File: src/rtl/ci_pkg.sv
package ci_pkg;
   // sampling phase of the two-clock input period
   typedef enum logic {
      PH_HOLD  = 1'b0,   // input sample settles, no capture
      PH_LATCH = 1'b1    // capture edge
   } phase_e;

   // which output sample the output register loads
   typedef enum logic {
      OS_ORIG = 1'b0,
      OS_MID  = 1'b1
   } osel_e;

   // number of captured samples needed before the first output
   localparam int unsigned FILL_SAMPLES = 3;
   // window length: previous, centre, next, next-next
   localparam int unsigned WIN_DEPTH    = 4;
endpackage

File: src/rtl/ci_avg.sv
module ci_avg #(
   parameter int unsigned DW       = 8,
   parameter bit          ROUND_UP = 1'b1
) (
   input  logic [DW-1:0] a,
   input  logic [DW-1:0] b,
   output logic [DW-1:0] m
);
   localparam int unsigned SW = DW + 1;

   logic [SW-1:0] sum;

   generate
      if (ROUND_UP) begin : g_round
         assign sum = {1'b0, a} + {1'b0, b} + {{DW{1'b0}}, 1'b1};
      end else begin : g_trunc
         assign sum = {1'b0, a} + {1'b0, b};
      end
   endgenerate

   assign m = sum[SW-1:1];
endmodule

File: src/rtl/ci_sync_ctrl.sv
module ci_sync_ctrl
   import ci_pkg::*;
#(
   parameter int unsigned FILL = FILL_SAMPLES
) (
   input  logic clk,
   input  logic rst_n,
   input  logic sync,
   output logic take,
   output logic par,
   output logic emit,
   output logic pick_mid,
   output logic have_prev
);
   localparam int unsigned SAT   = FILL + 1;
   localparam int unsigned CNT_W = $clog2(SAT + 1);

   logic             sync_q;
   logic             active;
   phase_e           ph;
   logic [CNT_W-1:0] cnt;
   logic             rise;

   assign rise = sync & ~sync_q;

   always_ff @(posedge clk or negedge rst_n) begin
      if (!rst_n) begin
         sync_q <= 1'b0;
         active <= 1'b0;
         ph     <= PH_HOLD;
         cnt    <= '0;
         par    <= 1'b0;
      end else begin
         sync_q <= sync;
         if (rise) begin
            active <= 1'b1;
            ph     <= PH_LATCH;
            cnt    <= '0;
            par    <= 1'b0;
         end else if (!sync) begin
            active <= 1'b0;
            ph     <= PH_HOLD;
            cnt    <= '0;
         end else if (active) begin
            if (ph == PH_LATCH) begin
               ph  <= PH_HOLD;
               par <= ~par;
               if (cnt != CNT_W'(SAT)) cnt <= cnt + 1'b1;
            end else begin
               ph <= PH_LATCH;
            end
         end
      end
   end

   assign take      = active & sync & ~rise & (ph == PH_LATCH);
   assign emit      = active & (cnt >= CNT_W'(FILL));
   assign pick_mid  = (ph == PH_LATCH);
   assign have_prev = (cnt >= CNT_W'(SAT));
endmodule

File: src/rtl/ci_window.sv
module ci_window #(
   parameter int unsigned DW    = 8,
   parameter int unsigned DEPTH = 4
) (
   input  logic          clk,
   input  logic          rst_n,
   input  logic          take,
   input  logic [DW-1:0] y_in,
   input  logic [DW-1:0] c_in,
   input  logic          par_in,
   output logic [DW-1:0] win_y [DEPTH],
   output logic [DW-1:0] win_c [DEPTH],
   output logic          win_p [DEPTH]
);
   genvar i;
   generate
      for (i = 0; i < DEPTH; i++) begin : g_tap
         if (i == 0) begin : g_head
            always_ff @(posedge clk or negedge rst_n) begin
               if (!rst_n) begin
                  win_y[0] <= '0;
                  win_c[0] <= '0;
                  win_p[0] <= 1'b0;
               end else if (take) begin
                  win_y[0] <= y_in;
                  win_c[0] <= c_in;
                  win_p[0] <= par_in;
               end
            end
         end else begin : g_body
            always_ff @(posedge clk or negedge rst_n) begin
               if (!rst_n) begin
                  win_y[i] <= '0;
                  win_c[i] <= '0;
                  win_p[i] <= 1'b0;
               end else if (take) begin
                  win_y[i] <= win_y[i-1];
                  win_c[i] <= win_c[i-1];
                  win_p[i] <= win_p[i-1];
               end
            end
         end
      end
   endgenerate
endmodule

File: src/rtl/ci_recon.sv
module ci_recon #(
   parameter int unsigned DW       = 8,
   parameter bit          ROUND_UP = 1'b1
) (
   input  logic [DW-1:0] ctr_y,
   input  logic [DW-1:0] ctr_c,
   input  logic          ctr_odd,
   input  logic [DW-1:0] prev_c,
   input  logic [DW-1:0] next_c,
   input  logic          prev_ok,
   output logic [DW-1:0] y,
   output logic [DW-1:0] cb,
   output logic [DW-1:0] cr
);
   logic [DW-1:0] left_c;
   logic [DW-1:0] fill_c;

   // before the first sample the nearest neighbour stands in
   assign left_c = prev_ok ? prev_c : next_c;

   ci_avg #(.DW(DW), .ROUND_UP(ROUND_UP)) u_fill (
      .a (left_c),
      .b (next_c),
      .m (fill_c)
   );

   assign y  = ctr_y;
   assign cb = ctr_odd ? fill_c : ctr_c;
   assign cr = ctr_odd ? ctr_c  : fill_c;
endmodule

File: src/rtl/ci_interp422.sv
module ci_interp422
   import ci_pkg::*;
#(
   parameter int unsigned DW       = 8,
   parameter bit          ROUND_UP = 1'b1
) (
   input  logic          clk,
   input  logic          rst_n,
   input  logic          sync,
   input  logic [DW-1:0] y_in,
   input  logic [DW-1:0] c_in,
   output logic [DW-1:0] y_out,
   output logic [DW-1:0] cb_out,
   output logic [DW-1:0] cr_out,
   output logic          out_valid
);
   localparam int unsigned DEPTH = WIN_DEPTH;
   // window slots: 0 newest ... 3 oldest
   localparam int unsigned S_NN  = 0;
   localparam int unsigned S_NX  = 1;
   localparam int unsigned S_CT  = 2;
   localparam int unsigned S_PV  = 3;

   generate
      if (DW < 2) begin : g_bad_dw
         $error("ci_interp422: DW must be at least 2");
      end
      if (DEPTH != FILL_SAMPLES + 1) begin : g_bad_depth
         $error("ci_interp422: window depth must exceed fill count by one");
      end
   endgenerate

   logic take, par, emit, pick_mid, have_prev;

   ci_sync_ctrl #(.FILL(FILL_SAMPLES)) u_ctrl (
      .clk       (clk),
      .rst_n     (rst_n),
      .sync      (sync),
      .take      (take),
      .par       (par),
      .emit      (emit),
      .pick_mid  (pick_mid),
      .have_prev (have_prev)
   );

   logic [DW-1:0] win_y [DEPTH];
   logic [DW-1:0] win_c [DEPTH];
   logic          win_p [DEPTH];

   ci_window #(.DW(DW), .DEPTH(DEPTH)) u_win (
      .clk    (clk),
      .rst_n  (rst_n),
      .take   (take),
      .y_in   (y_in),
      .c_in   (c_in),
      .par_in (par),
      .win_y  (win_y),
      .win_c  (win_c),
      .win_p  (win_p)
   );

   // full sample at the centre slot
   logic [DW-1:0] a_y, a_cb, a_cr;
   ci_recon #(.DW(DW), .ROUND_UP(ROUND_UP)) u_rec_a (
      .ctr_y   (win_y[S_CT]),
      .ctr_c   (win_c[S_CT]),
      .ctr_odd (win_p[S_CT]),
      .prev_c  (win_c[S_PV]),
      .next_c  (win_c[S_NX]),
      .prev_ok (have_prev),
      .y       (a_y),
      .cb      (a_cb),
      .cr      (a_cr)
   );

   // full sample one step later, its left neighbour always present
   logic [DW-1:0] b_y, b_cb, b_cr;
   ci_recon #(.DW(DW), .ROUND_UP(ROUND_UP)) u_rec_b (
      .ctr_y   (win_y[S_NX]),
      .ctr_c   (win_c[S_NX]),
      .ctr_odd (win_p[S_NX]),
      .prev_c  (win_c[S_CT]),
      .next_c  (win_c[S_NN]),
      .prev_ok (1'b1),
      .y       (b_y),
      .cb      (b_cb),
      .cr      (b_cr)
   );

   logic [DW-1:0] m_y, m_cb, m_cr;
   ci_avg #(.DW(DW), .ROUND_UP(ROUND_UP)) u_mid_y  (.a(a_y),  .b(b_y),  .m(m_y));
   ci_avg #(.DW(DW), .ROUND_UP(ROUND_UP)) u_mid_cb (.a(a_cb), .b(b_cb), .m(m_cb));
   ci_avg #(.DW(DW), .ROUND_UP(ROUND_UP)) u_mid_cr (.a(a_cr), .b(b_cr), .m(m_cr));

   osel_e osel;
   assign osel = pick_mid ? OS_MID : OS_ORIG;

   always_ff @(posedge clk or negedge rst_n) begin
      if (!rst_n) begin
         out_valid <= 1'b0;
         y_out     <= '0;
         cb_out    <= '0;
         cr_out    <= '0;
      end else if (emit) begin
         out_valid <= 1'b1;
         if (osel == OS_MID) begin
            y_out  <= m_y;
            cb_out <= m_cb;
            cr_out <= m_cr;
         end else begin
            y_out  <= a_y;
            cb_out <= a_cb;
            cr_out <= a_cr;
         end
      end else begin
         out_valid <= 1'b0;
      end
   end
endmodule

File: config.mk
export PLATFORM = sky130hd
export DESIGN_NAME = ci_interp422
export DESIGN_NICKNAME = d
export VERILOG_FILES = /design/src/rtl/ci_pkg.sv /design/src/rtl/ci_avg.sv /design/src/rtl/ci_sync_ctrl.sv /design/src/rtl/ci_window.sv /design/src/rtl/ci_recon.sv /design/src/rtl/ci_interp422.sv
export SDC_FILE = /design/constraint.sdc
export NUM_CORES = 1
export LEC_CHECK = 0
export ABC_AREA = 0
export BUFFER_PORTS_ARGS = -buffer_cell sky130_fd_sc_hd__buf_2
export CAP_MARGIN = 10
export CORE_UTILIZATION = 45
export CTS_CLUSTER_SIZE = 30
export DETAILED_ROUTE_END_ITERATION = 10
export PLACE_DENSITY = 0.66
export SETUP_SLACK_MARGIN = 0.2
export SLEW_MARGIN = 20
export SYNTH_ARGS = -nofsm -noshare
export SYNTH_HDL_FRONTEND = slang
export SYNTH_SLANG_ARGS = --single-unit
File: constraint.sdc
create_clock -name clk -period 7.36 [get_ports clk]
set_input_delay 1.472 -clock clk [delete_from_list [all_inputs] [get_ports clk]]
set_output_delay 1.472 -clock clk [all_outputs]
set_load 0.03 [all_outputs]
## Word level (Yosys, flattened, before mapping)

Index checks and enable logic that the tools add are counted.

- Flip-flop bits (word level): 91
- Bits of input ports: 19
- Output and inout bits: 25
- Word-level logic and storage cells: 75

- $add $sub $neg: 11
- Order comparisons: 2
- Equal/unequal tests: 5
- Mux-type cells: 25
- Bitwise logic cells: 8
- Reductions and logical operators: 5

Operators by type and width:

| operator | count |
|---|---|
| $mux W8 | 8 |
| $add A8 B8 Y9 | 5 |
| $add A9 B1 Y9 const B | 5 |
| $mux W3 | 5 |
| $mux W1 | 12 |
| $ne A3 B1 Y1 const B | 3 |
| $reduce_and A3 Y1 | 2 |
| $reduce_bool A2 Y1 | 3 |
| $and A1 B1 Y1 | 5 |
| $add A3 B1 Y3 const B | 1 |
| $ge A3 B2 Y1 const B | 1 |
| $ge A3 B3 Y1 const B | 1 |
| $ne A3 B3 Y1 const B | 1 |
| $not A1 Y1 | 3 |
| $ne A2 B1 Y1 const B | 1 |

## Depth between registers and ports, before layout

Gate-level depths: netlist of run 1.

- Word-level depth: 8
- Depth in mapped cells: 19

## Modules after synthesis

Synthesis of run 1 repeated with hierarchy kept, for this count alone.

- Cells, all modules: 566
- Area total of the unflattened synthesis: 6,545.0 um2

By module, submodules not included:

| module | times used | cells an instance | area an instance (um2) | seq. area each (um2) |
|---|---|---|---|---|
| ci_window | 1 | 144 | 2,615.0 | 1,701.6 |
| ci_interp422 | 1 | 106 | 1,153.6 | 625.6 |
| ci_avg (u_mid_cr ...) | 3 | 42 | 321.6 | 0.0 |
| ci_recon | 2 | 35 | 404.1 | 0.0 |
| ci_avg (u_mid_cb ...) | 2 | 42 | 322.8 | 0.0 |
| ci_sync_ctrl | 1 | 36 | 357.8 | 175.2 |

## Worst setup path before layout of run 1

No wires, ideal clock.

- Path kind: register -> register
- Start point: reg u_ctrl.cnt[2]
- End point: reg cb_out[7]
- Data arrival time: 3.499 ns
- Required time: 7.221 ns
- Slack: 3.722 ns
- Cell stages (with the launch flop): 17
- Clock period less this slack: 3.638 ns
- Cell sequence: dfrtp_1 clkbuf_1 mux2_2 ha_1 o21ai_0 a21boi_0 o21a_1 or3_1 nand3_1 o21ai_0 ha_1 nor2b_1 o311ai_0 o211ai_2 a21o_1 a211oi_2 a221oi_2

- Longest elaborated chain between the ends: 8
- Elaborated cells between the ends (all ways): 10
- Those cells by class: add/sub: 4; order compare: 2; mux: 3; bitwise: 1

Ends and longest elaborated chain:

| item | line | RTL |
|---|---|---|
| start: declaration | ci_sync_ctrl.sv:21 | `logic [CNT_W-1:0] cnt;` |
| start signal: assignment | ci_sync_ctrl.sv:48 | `if (cnt != CNT_W'(SAT)) cnt <= cnt + 1'b1;` |
| $ge A3 B3 Y1 | ci_sync_ctrl.sv:59 | `assign have_prev = (cnt >= CNT_W'(SAT));` |
| $mux W8 | ci_recon.sv:19 | `assign left_c = prev_ok ? prev_c : next_c;` |
| $add A8 B8 Y9 | ci_avg.sv:15 | `assign sum = {1'b0, a} + {1'b0, b} + {{DW{1'b0}}, 1'b1};` |
| $add A9 B1 Y9 | ci_avg.sv:15 |  |
| $mux W8 | ci_recon.sv:28 | `assign cb = ctr_odd ? fill_c : ctr_c;` |
| $add A8 B8 Y9 | ci_avg.sv:15 |  |
| $add A9 B1 Y9 | ci_avg.sv:15 |  |
| $mux W8 | ci_interp422.sv:106 | `if (osel == OS_MID) begin` |
| end signal: assignment | ci_interp422.sv:108 | `cb_out <= m_cb;` |
| end: declaration | ci_interp422.sv:13 | `output logic [DW-1:0] cb_out,` |

Parallel ways exist; a longest one is shown, timed or not.
A chain may end at the register's enable or synchronous reset.

## Final worst setup path of run 1

Same ends and word-level chain as after synthesis.

==> results of run 1 <==
-- routing by layer --
metal / wire, µm / track usage [%]
met1: 5860 / 27.1
met4: 202 / 8.31
met3: 290 / 2.91
met5: 0 / 0
met2: 5410 / 31.2
-- synth_stat cells (2+ instances only) --
library cell	number	area [µm²]
a21oi_1	30	150
o21a_1	4	30.0
a21o_1	9	67.6
or2_2	5	31.3
o211ai_1	3	22.5
o21ai_1	3	15.0
and3_1	3	18.8
a31oi_1	2	12.5
dfrtp_1	91	2280
buf_2	4	20.0
nand3b_1	2	15.0
buf_1	2	7.51
o21ai_0	36	180
a21boi_0	3	22.5
nand2_1	42	158
nand4_1	2	12.5
mux2i_1	14	140
fa_1	5	100
a31o_2	3	26.3
ha_1	38	475
nor2b_1	7	43.8
inv_1	23	86.3
nand2b_1	5	31.3
o21bai_1	7	52.6
nor3_1	8	40.0
mux2_2	70	788
xor2_1	7	61.3
o2111ai_1	2	17.5
nor3b_1	5	37.5
or3_1	6	37.5
a211oi_1	5	37.5
a22oi_1	5	37.5
xnor2_1	19	166
and2_1	2	12.5
a311oi_1	2	17.5
a211oi_2	2	25.0
clkbuf_1	17	63.8
nor2_1	32	120
nand3_1	3	15.0
o211a_1	2	20.0
-- kinds of logic (layout without fill, tap and decap cells) --
logic type / Yosys count / count (layout) / synth area share [%]
xor gates and xnor gates: 26 / 26 / 4.02
muxes: 84 / 84 / 16.4
buffers and inverters: 47 / 87 / 3.20
and+or+nand+nor: 126 / 126 / 10.8
adders and majority gates: 43 / 43 / 10.2
DFF: 91 / 91 / 40.2
AOI/OAI and AO/OA: 129 / 129 / 15.3
-- registers in the layout, summed over array words and instances, names as in the netlist --
register         flops
out_valid            1
u_ctrl.cnt           3
cb_out               8
u_ctrl.active        1
u_ctrl.par           1
cr_out               8
u_win.win_c         32
u_win.win_y         24
u_win.win_p          3
y_out                8
u_ctrl.pick_mid      1
u_ctrl.sync_q        1
-- report_power, final --
group	internal [mW]	total, mW	leakage [nW]	switching, mW
Sequential	0.580	0.670	1.22	0.0899
Combinational	0.516	1.11	1.77	0.590
Clock	0.303	0.515	0.163	0.211
Total	1.40	2.29	3.15	0.891
-- critical path, cell delays in order, from the launching register on --
cell and delay (ns):
dfrtp_1 0.64, inv_1 0.12, a21boi_0 0.34, inv_1 0.08, ha_1 0.27, o21ai_0 0.28
nor2_1 0.07, nor2_1 0.12, xnor2_1 0.09, mux2_2 0.28, ha_1 0.34, a21o_1 0.19
a21oi_1 0.21, nor2b_1 0.08, o311ai_0 0.12, o211ai_2 0.19, a21o_1 0.23, a211oi_2 0.24
a221oi_2 0.09
-- through the flow --
step / instance area [µm²] / util (%) / std cells
global placement: 6040 / 49.6 / 738
global route: 6370 / 52.4 / 754
floorplan: 5670 / - / 546
finish: 6370 / 52.4 / 754
detailed placement: 6040 / 49.6 / 738
CTS: 6370 / 52.4 / 754
-- worst max-delay path by stage --
stage | slack, ns | start | endpoint | cells after the start
4_1_cts | 3.23 | u_ctrl.cnt[2] | cb_out[7] | 17
6_report | 3.23 | u_ctrl.cnt[2] | cb_out[7] | 18
3_3_place_gp | 3.38 | u_ctrl.cnt[2] | cb_out[7] | 18
3_5_place_dp | 3.23 | u_ctrl.cnt[2] | cb_out[7] | 17
5_1_grt | 2.82 | u_ctrl.cnt[2] | cb_out[7] | 18
2_1_floorplan | 3.72 | u_ctrl.cnt[2] | cb_out[7] | 16
-- cell type report --
class	instances	area, µm²	share of cell area [%]
flip-flops and latches	91	2280	35.7
clock buffers	9	225	3.53
repair buffers	47	248	3.89
well taps	168	210	3.30
multi-input cells	408	3210	50.4
inverters	24	90.1	1.41
clock inverters	7	111	1.75
==> impl_metrics.env, run 1 <==
export IMPL_outcome="finished, final reports clean"
export IMPL_cts_sinks=91
export IMPL_worst_pin_slew_ns=1.04
export IMPL_clock_latency_ns=0.35
export IMPL_r2r_end="cb_out[7]"
export IMPL_nets=643
export IMPL_fin_tns_setup_ns=0
export IMPL_yosys_cell_types_count=56
export IMPL_worst_r2r_setup_slack_ns=3.23
export IMPL_die_area_um2=13100
export IMPL_hp_start="cb_out[3]"
export IMPL_synthFlopType="dfrtp_1"
export IMPL_drt_iter0_markers=225
export IMPL_syn_num_nets=608
export IMPL_timing_final_ws_setup_ns=3.23
export IMPL_fin_crit_sh_pct=56.1
export IMPL_rows=40
export IMPL_final_common_cell="dfrtp_1"
export IMPL_hold_violations=0
export IMPL_grt_pass1_vias=4065
export IMPL_dpl_hpwl_um=8540
export IMPL_skew_ns=0.00607
export IMPL_drt_wirelength_per_cell_um=15.6
export IMPL_antenna_found_initial=0
export IMPL_ir_drop_mv=0.138
export IMPL_die_w_um=114
export IMPL_postCtsHoldBufs=0
export IMPL_max_freq_ghz=0.242
export IMPL_drive_above_1_share_pct=25.6
export IMPL_r2r_cells=18
export IMPL_grt_first_pass_wirelength_um=19900
export IMPL_whs_endpoint="cb_out[3]"
export IMPL_overflow=0
export IMPL_critPathKind="reg -> reg"
export IMPL_drc=0
export IMPL_ys_ff_latch=91
export IMPL_io_buffers=43
export IMPL_fin_crit_ns=4.13
export IMPL_async_reset_ff_share_pct=100
export IMPL_synth_edf_count=0
export IMPL_core_um2=12200
export IMPL_most_common_layout_cells="91 x dfrtp_1, 70 x mux2_2, 42 x nand2_1, 42 x buf_2, 38 x ha_1"
export IMPL_r2r_start="u_ctrl.cnt[2]"
export IMPL_rsz0062_at_grt="false"
export IMPL_finalSetupViolations=0
export IMPL_fp_dieH_um=114
export IMPL_syn_to_final_growth_pct=12.4
export IMPL_yosys_warnings=0
export IMPL_avgSynthCellArea_um2=10.4
export IMPL_dp_slack_ns=3.23
export IMPL_grt_max_degree=54
export IMPL_routed_via_count=3987
export IMPL_io_pin_count=44
export IMPL_post_cts_repair_setup_buffers=0
export IMPL_initial_utilization_pct=46.6
export IMPL_power_density_nw_per_um2=359
export IMPL_syn_inst=546
export IMPL_cts_root_buf="clkbuf_16"
export IMPL_postRouteAntennaNets=0
export IMPL_syn_area_um2=5670
export IMPL_critPathMaxFanout=15
export IMPL_drt_total_wl_um=11800
export IMPL_place_gp_congestion=0.780
export IMPL_cts_made_buffers=9
export IMPL_hold_path_class="reg -> reg"
export IMPL_min_path_cells=2
export IMPL_cellLeakagePower_nw=3.15
export IMPL_cp_data_required_time_ns=7.57
export IMPL_end_kind="flop"
export IMPL_path_clk_slew_ns=0.07
export IMPL_ys_seq_area_share_pct=40.2
export IMPL_diodes=0
export IMPL_final_max_slew_viol_count=0
export IMPL_startpoint_type="flop"
export IMPL_whs_ns=0.470
export IMPL_vias_per_cell=5.29
export IMPL_relSlewSlack_pct=30.7
export IMPL_critPathArrivalTime_ns=4.34
export IMPL_htreeDepth=3
export IMPL_nFillCells=1098
export IMPL_cts_resized=0
export IMPL_max_cap_viol_count=0
export IMPL_grt_usage_pct=19.7
export IMPL_tritoncts="built"
export IMPL_clock_path_buffers=2
export IMPL_power_mw=2.29
export IMPL_firstDrtPassIters=5
Power figures use the tool's default switching activity.
==> inputs of run 2 (changes only) <==
==> constraint.sdc (replaced) <==
create_clock -name clk -period 3.89 [get_ports clk]
set_input_delay 0.778 -clock clk [delete_from_list [all_inputs] [get_ports clk]]
set_output_delay 0.778 -clock clk [all_outputs]
set_load 0.03 [all_outputs]
==> run 2 against run 1 <==
- cell count is 1.3% higher
- clock skew is 0.0027 ns higher
- via count rose by 4.1%
- non-clock buffer count is 10 higher
- largest cell class unchanged
==> impl_metrics.env, run 2 (synthesized netlist as in run 1, its figures left out) <==
export IMPL_fin_tns_setup_ns=0
export IMPL_grt_usage_pct=19.3
export IMPL_cts_root_buf="clkbuf_16"
export IMPL_drt_total_wl_um=11600
export IMPL_die_w_um=114
export IMPL_fin_crit_ns=3.52
export IMPL_hold_violations=0
export IMPL_critPathMostFrequentCell="o21ai_1"
export IMPL_tritoncts="built"
export IMPL_nets=653
export IMPL_io_pin_count=44
export IMPL_startpoint_type="flop"
export IMPL_vias_per_cell=5.43
export IMPL_fin_crit_sh_pct=90.6
export IMPL_final_max_slew_viol_count=0
export IMPL_max_cap_viol_count=0
export IMPL_cellLeakagePower_nw=3.22
export IMPL_io_buffers=43
export IMPL_drc=0
export IMPL_regMostFlops="u_win.win_c"
export IMPL_power_density_nw_per_um2=688
export IMPL_cp_data_required_time_ns=4.10
export IMPL_final_common_cell="dfrtp_1"
export IMPL_rsz0062_at_grt="true"
export IMPL_postCtsHoldBufs=0
export IMPL_clock_latency_ns=0.35
export IMPL_relSlewSlack_pct=43.0
export IMPL_die_area_um2=13100
export IMPL_critPathMaxFanout=9
export IMPL_most_common_layout_cells="90 x dfrtp_1, 70 x mux2_2, 42 x nand2_1, 42 x buf_2, 37 x ha_1"
export IMPL_critPathKind="reg -> reg"
export IMPL_drt_iter0_markers=206
export IMPL_end_kind="flop"
export IMPL_crit_family="compound AO/OA/AOI/OAI gates"
export IMPL_place_gp_congestion=0.783
export IMPL_routed_via_count=4152
export IMPL_outcome="finished, final reports clean"
export IMPL_antenna_found_initial=0
export IMPL_worst_pin_slew_ns=0.855
export IMPL_clock_path_buffers=2
export IMPL_overflow=0
export IMPL_grt_pass1_vias=4018
export IMPL_worstSetupPathDepth=18
export IMPL_place_area_um2=6100
export IMPL_cts_made_buffers=9
export IMPL_fp_dieH_um=114
export IMPL_largest_reg_flops=32
export IMPL_diodes=0
export IMPL_path_clk_slew_ns=0.07
export IMPL_core_um2=12200
export IMPL_finalSetupViolations=0
export IMPL_cts_sinks=91
export IMPL_ir_drop_mv=0.273
export IMPL_dpl_hpwl_um=8600
export IMPL_r2r_cells=18
export IMPL_critPathArrivalTime_ns=3.73
export IMPL_final_area_um2=6520
export IMPL_whs_ns=0.478
export IMPL_top_regs="u_win.win_c x32, u_win.win_y x24"
export IMPL_crit_path_top_delay_cell="dfrtp_2"
export IMPL_firstDrtPassIters=4
export IMPL_postRouteAntennaNets=0
export IMPL_htreeDepth=3
export IMPL_grt_max_degree=67
export IMPL_drt_wirelength_per_cell_um=15.2
export IMPL_max_freq_ghz=0.284
export IMPL_min_path_cells=1
export IMPL_initial_utilization_pct=46.6
export IMPL_worst_path_buf_inv=1
export IMPL_skew_ns=0.00879
export IMPL_drive_above_1_share_pct=28.4
export IMPL_cp_cell_sequence="buf_6, nand2_1, o21ai_1, ha_1, nor2b_1, o21ai_1, a21boi_1, o21a_1, or3_1, nand3_1, o21ai_1, ha_1, nor2b_1, o311ai_1, o211ai_2, a21o_1, a211oi_2, a221oi_2"
export IMPL_syn_to_final_growth_pct=14.9
export IMPL_rows=40
export IMPL_grt_first_pass_wirelength_um=19400
export IMPL_fin_util_pct=53.6
export IMPL_finalNonFillerCells=764
export IMPL_hold_path_class="reg -> reg"
export IMPL_cpPeakStageDelay_ns=0.45
export IMPL_dp_cells=746
-- run 2: cell types whose count changed in the layout (fill, tap and decap cells not counted), moves of 2 or more --
cell	change
buf_4	+9
o21ai_0	-4
a21oi_1	-3
a21oi_2	+3
o21ai_1	+3
a21boi_0	-2
clkinv_4	-2
-- run 2: per-layer routing --
layer / vias to the layer above / share of wire [%] / global-route usage [%]
met5: - / 0 / 0
met4: 0 / 1.8 / 8.48
met3: 13 / 3.6 / 3.07
met2: 75 / 45 / 30.4
met1: 2007 / 50 / 26.2
li1: 2057 / - / -
-- run 2: timing repair --
| action | in CTS | in global routing |
|---|---|---|
| resized for setup | 5 | 12 |
| pin swaps | 2 | 5 |
| setup endpoints to repair | 3 | 4 |
| buffers inserted | 1 | 1 |
-- run 2: final timing paths --
check                                    from              end  slack [ns]
worst max-delay path            u_ctrl.cnt[2]        cb_out[7]        0.37
worst min-delay path                 y_out[7]         y_out[7]        0.48
worst max register to register  u_ctrl.cnt[2]        cb_out[7]        0.37
worst min register to register       y_out[7]         y_out[7]        0.48
max in group asynchronous               rst_n        cr_out[7]        2.63
min in group asynchronous               rst_n  u_win.win_c[29]        0.54
-- run 2: report_power, final --
part | internal (mW) | switching [mW]
logic | 1.03 | 1.16
clock network | 0.653 | 0.387
registers | 1.10 | 0.149
total | 2.78 | 1.70
-- run 2: area by class of cell --
| type | instances | area (µm²) |
|---|---|---|
| clock buffers | 10 | 239 |
| clock inverters | 6 | 119 |
| fillers | 1072 | 5640 |
| inverters | 24 | 90.1 |
| multi-input cells | 408 | 3250 |
| flip-flops and latches | 91 | 2280 |
| well taps | 168 | 210 |
| repair buffers | 57 | 327 |
-- run 2: per-stage QoR --
step | setup WS [ns] | total power [mW]
after global placement | 0.168 | 3.28
after floorplan | 0.252 | 2.90
after detailed placement | 0.0616 | 3.35
after CTS | 0.208 | 4.43
after global routing | 0.175 | 4.79
final | 0.367 | 4.48
